`config.mk`:
```
export PLATFORM = sky130hd
export DESIGN_NAME = pwr_supervisor
export DESIGN_NICKNAME = d
export VERILOG_FILES = /design/src/rtl/pwr_supervisor.sv
export SDC_FILE = /design/constraint.sdc
export NUM_CORES = 1
export LEC_CHECK = 0
export CAP_MARGIN = 5
export CORE_MARGIN = 4
export CORE_UTILIZATION = 55
export DETAILED_ROUTE_END_ITERATION = 10
export GPL_ROUTABILITY_DRIVEN = 0
export PLACE_DENSITY_LB_ADDON = 0.08
export SLEW_MARGIN = 0
export SYNTH_ARGS = -nofsm -noshare
export SYNTH_HDL_FRONTEND = slang
export SYNTH_SLANG_ARGS = --single-unit
```
`constraint.sdc`:
```
create_clock -name clk -period 2.8 [get_ports clk]
set_clock_uncertainty 0.1 [all_clocks]
set_input_delay 0.56 -clock clk [delete_from_list [all_inputs] [get_ports clk]]
set_output_delay 0.56 -clock clk [all_outputs]
set_load 0.02 [all_outputs]
```
`src/rtl/pwr_supervisor.sv`:
```
module pwr_supervisor #(
  parameter int TICK_DIV  = 16,
  parameter int RST_TICKS = 1000,
  parameter int NRQ_TICKS = 150000,
  parameter int PDN_TICKS = 150000,
  parameter int INT_TICKS = 10
) (
  input  logic       clk,
  input  logic       rst_n,
  input  logic       supply_ok,
  input  logic       wd_sel,
  input  logic       wd_fail,
  input  logic       uv_flag,
  input  logic       cmd_valid,
  input  logic [1:0] cmd_mode,
  input  logic       sw1,
  input  logic       sw2,
  input  logic       bus_wake,
  input  logic       cs_n,
  output logic       reset_n_out,
  output logic       reg_en,
  output logic       reg_lowpwr,
  output logic       int_n,
  output logic       periph_act,
  output logic [2:0] mode_state
);

  localparam logic [2:0] S_RST = 3'd0, S_NRQ = 3'd1, S_NRM = 3'd2,
                         S_STP = 3'd3, S_SLP = 3'd4, S_PDN = 3'd5;
  localparam int TMAX1   = (RST_TICKS > NRQ_TICKS) ? RST_TICKS : NRQ_TICKS;
  localparam int TMAX    = (TMAX1 > PDN_TICKS) ? TMAX1 : PDN_TICKS;
  localparam int TW      = $clog2(TMAX + 1);
  localparam int PW      = $clog2(TICK_DIV + 1);
  localparam int INT_LEN = INT_TICKS * TICK_DIV;
  localparam int IW      = $clog2(INT_LEN + 1);

  logic [2:0]    st, nx;
  logic [PW-1:0] pre;
  logic [TW-1:0] tmr, lim;
  logic [IW-1:0] icnt;
  logic          sw1_q, sw2_q, cs_q, sup_q;

  wire tick    = (pre == PW'(TICK_DIV - 1));
  wire in_rst  = (st == S_RST);
  wire hold    = in_rst && !supply_ok && uv_flag;
  wire sup_chg = in_rst && (supply_ok != sup_q);
  wire expire  = tick && !hold && !sup_chg && (tmr == lim - 1'b1);
  wire wake    = (sw1 ^ sw1_q) | (sw2 ^ sw2_q) | bus_wake | (cs_n & ~cs_q);
  wire clr_cmd = cmd_valid && (cmd_mode == 2'b10);
  wire restart = (nx != st) || sup_chg || hold;

  always_comb begin
    case (st)
      S_RST:   lim = supply_ok ? TW'(RST_TICKS) : TW'(PDN_TICKS);
      S_NRQ:   lim = TW'(NRQ_TICKS);
      default: lim = '0;
    endcase
  end

  always_comb begin
    nx = st;
    case (st)
      S_RST: if (expire) nx = supply_ok ? (wd_sel ? S_NRQ : S_NRM) : S_PDN;
      S_NRQ: begin
        if (!supply_ok)             nx = S_RST;
        else if (clr_cmd)           nx = S_NRM;
        else if (wd_sel && expire)  nx = S_RST;
      end
      S_NRM: begin
        if (!supply_ok)                             nx = S_RST;
        else if (wd_sel && wd_fail)                 nx = S_RST;
        else if (cmd_valid && cmd_mode == 2'b00)    nx = S_SLP;
        else if (cmd_valid && cmd_mode == 2'b01)    nx = S_STP;
      end
      S_STP: begin
        if (!supply_ok) nx = S_RST;
        else if (wake)  nx = S_NRQ;
      end
      S_SLP: if (wake) nx = S_RST;
      S_PDN: if (supply_ok) nx = S_RST;
      default: nx = S_RST;
    endcase
  end

  always_ff @(posedge clk or negedge rst_n) begin
    if (!rst_n) begin
      st    <= S_RST;
      pre   <= '0;
      tmr   <= '0;
      icnt  <= '0;
      sw1_q <= 1'b0;
      sw2_q <= 1'b0;
      cs_q  <= 1'b1;
      sup_q <= 1'b1;
    end else begin
      st    <= nx;
      sw1_q <= sw1;
      sw2_q <= sw2;
      cs_q  <= cs_n;
      sup_q <= supply_ok;
      if (restart) begin
        pre <= '0;
        tmr <= '0;
      end else if (tick) begin
        pre <= '0;
        if (st == S_RST || st == S_NRQ) tmr <= tmr + 1'b1;
      end else begin
        pre <= pre + 1'b1;
      end
      if (st == S_STP && nx == S_NRQ) icnt <= IW'(INT_LEN);
      else if (icnt != '0)            icnt <= icnt - 1'b1;
    end
  end

  assign reset_n_out = (st == S_NRQ) || (st == S_NRM) || (st == S_STP);
  assign reg_en      = (st != S_SLP);
  assign reg_lowpwr  = (st == S_STP);
  assign periph_act  = (st == S_NRQ) || (st == S_NRM);
  assign int_n       = (icnt == '0);
  assign mode_state  = st;

endmodule


```
==> out/results.ini <==
[routing]
vias = 1929
drt_pass1_iterations = 4
wl_um = 5080
drcViolationCount = 0
final_antenna_net_count = 0
wire_per_inst_um = 15.5
via_per_inst = 5.88
drt_iter0_drc = 125

[clock_tree]
cts_root_buffer = clkbuf_8
path_clk_slew_ns = 0.07
cts.sinks = 38
cts_max_level = 2
clkLatencyLatePin_ns = 0.29
cts_buffers = 5
cts_hold_buf = 0
post-cts-setup-buffers = 0
cts_tree = yes
cts.path.max_buffers = 2

[floorplanning]
die_h_um = 73.3
die_x_um = 73.3
ios = 21
core.rowCount = 23
dieArea_mm2 = 0.00537
initial_core_util_pct = 57.8
core_mm2 = 0.00406

[layout]
syn_to_final_growth_pct = 22.8
antenna_cells = 0
fin_cells = 328
layout_common_cells = 36 x dfrtp_1, 20 x buf_4, 19 x xor2_1
final_layout_size_suffix_gt1_share_pct = 20.5
final_nets = 295
fillers = 325
final_common_cell = dfrtp_1
fin_util_pct = 71.0

[worst_setup_path]
cp_data_arrival_time_ns = 2.06
reg2reg_slack_ns = 0.36
r2r-end = tmr[6]
r2r_start = mode_state[1]
required_ns = 2.14
reg2reg_depth = 9
worstSetupPathType = reg -> out
crit_fanout = 3
startpoint_type = flip-flop
cp-end-kind = primary output

[power]
p_per_area_mw_per_mm2 = 359
switching_power_w = 0.000240
intPower_w = 0.000794
p_leak_nw = 1.16
p_clk_share_pct = 37.8
seqPwrFrac_pct = 54.0
power_switching_share_pct = 23.2
peakVddDrop_mv = 0.375
power_frac_comb_pct = 8.2

[timing]
hold_viol = 0
tightest_slew_ns = 0.821
grt_setup_unrepaired = no
setup_viol = 0
period_minus_slack_ns = 2.72
slew_headroom_pct = 45.3
period_share_pct = 97.1
slew_viol_final = 0
fmax_mhz = 368

[logic_synthesis]
ys_seq_elements = 38
synth_cell_types = 52
yosysSeqAreaShare_pct = 40.6
synthesis.area_mm2 = 0.00235
syn_nets = 254
synthCells = 236
yosysWarnings = 0
async_flop_share_pct = 100
synth_enable_flop_cells = 0
ys.flop_type = dfrtp_1
synth.avg_cell_area_um2 = 9.94

[global_route]
grt_pass1_vias = 1940
use_met3_pct = 3.69
grt-busiest-layer = met2
antenna_found_initial = 0
grt_pass1_wl_um = 8980
grt-ovfl-total = 0
met1_usage_pct = 28.6
met2_usage_pct = 35.0
grt_max_degree = 39
grt.total_usage_pct = 21.5

[place]
hpwl_um = 3610
io_buffers = 20
place_inst = 320

[status]
status = completed

[worst_hold_path]
hp-class = in -> async

[run]
maxCapViolCount = 0

-- Yosys cell counts (2+ instances only) --
cell type | number | area (µm²)
nand4b_1 | 3 | 26.3
buf_4 | 3 | 22.5
dfstp_2 | 2 | 52.6
nand3b_1 | 4 | 30.0
nor4_4 | 2 | 42.5
mux2i_1 | 3 | 30.0
or2_2 | 2 | 12.5
nor3b_1 | 3 | 22.5
dfrtp_1 | 36 | 901
nor2b_1 | 4 | 25.0
xnor2_1 | 9 | 78.8
and3_1 | 3 | 18.8
inv_1 | 5 | 18.8
inv_2 | 3 | 11.3
o31ai_1 | 2 | 15.0
nor4_1 | 20 | 125
o211ai_1 | 3 | 22.5
buf_2 | 4 | 20.0
nor2_1 | 16 | 60.1
nand4_1 | 6 | 37.5
a211o_1 | 3 | 26.3
xor2_1 | 19 | 166
or3_1 | 5 | 31.3
nor3_1 | 10 | 50.1
nand2_1 | 15 | 56.3
a21oi_1 | 2 | 10.0
o21ai_0 | 4 | 20.0
or4_1 | 5 | 37.5
nand3_1 | 13 | 65.1
ha_1 | 5 | 62.6
-- power by group through the flow --
stage	clock (W)	combinational (W)	sequential (W)
floorplan	0	0.0000376	0.000568
global placement	0	0.0000834	0.000569
detailed placement	0	0.0000838	0.000569
CTS	0.000401	0.0000843	0.000558
global route	0.000426	0.0000941	0.000558
finish	0.000391	0.0000845	0.000558
-- worst max-delay path, stage by stage (launching register included) --
cell and delay, ns:
dfrtp_1 0.38, or4_4 0.55, or4b_4 0.50, inv_2 0.07, clkdlybuf4s15_2 0.26
-- cell families (layout without fill, tap and decap cells) --
group | count (synthesis) | count (layout) | synth area share (%)
AO/OA/AOI/OAI | 25 | 25 | 9.55
XOR/XNOR | 28 | 28 | 10.5
adder cells (fa/ha/maj) | 5 | 5 | 2.67
buffers and inverters | 17 | 59 | 3.73
flip-flops | 38 | 38 | 40.6
multiplexers | 4 | 4 | 1.76
AND/OR/NAND/NOR | 119 | 119 | 31.2
-- what timing repair did --
action	in CTS	in global routing
gates resized for setup	3	9
pin swaps	0	2
setup endpoints to repair	1	17
-- metrics by stage --
stage	hold WS [ns]	instance area [µm²]	setup slack (ns)	setup TNS [ns]	power, W
floorplan	0.164	2350	0.209	0	0.000606
finish	0.257	2880	0.0809	0	0.00103
global route	0.306	2880	0.00877	0	0.00108
CTS	0.297	2840	0.0187	0	0.00104
detailed placement	0.367	2750	-0.267	-3.58	0.000653
global placement	0.360	2750	-0.204	-2.94	0.000652
-- cell type report --
type                    instances  area, µm²  area share, %
clock inverters                 1       5.00          0.174
inverters                       8       30.0           1.04
flip-flops and latches         38        953           33.1
well taps                      50       62.6           2.17
repair buffers                 43        398           13.8
multi-input cells             181       1350           46.7
clock buffers                   7       86.3           3.00
-- flip-flops by register name (all words and copies together), names as in the netlist --
signal	cells
tmr	18
icnt	8
pre	5
mode_state	3
cs_q	1
sup_q	1
sw1_q	1
sw2_q	1
-- worst max-delay path by stage --
stage / start / endpoint / slack (ns) / depth (start not counted)
4_1_cts: supply_ok / mode_state[2] / 0.02 / 10
3_3_place_gp: supply_ok / mode_state[2] / -0.20 / 10
5_1_grt: supply_ok / tmr[6] / 0.009 / 10
2_1_floorplan: supply_ok / tmr[0] / 0.21 / 10
3_5_place_dp: supply_ok / mode_state[2] / -0.27 / 10
6_report: icnt[4] / int_n / 0.08 / 4
-- per-layer routing --
metal	up-vias	wire length (µm)
li1	957	-
met1	915	2330
met2	48	2410
met3	9	245
met4	0	100
met5	-	0
No activity file was read; power rests on OpenSTA's default activity.
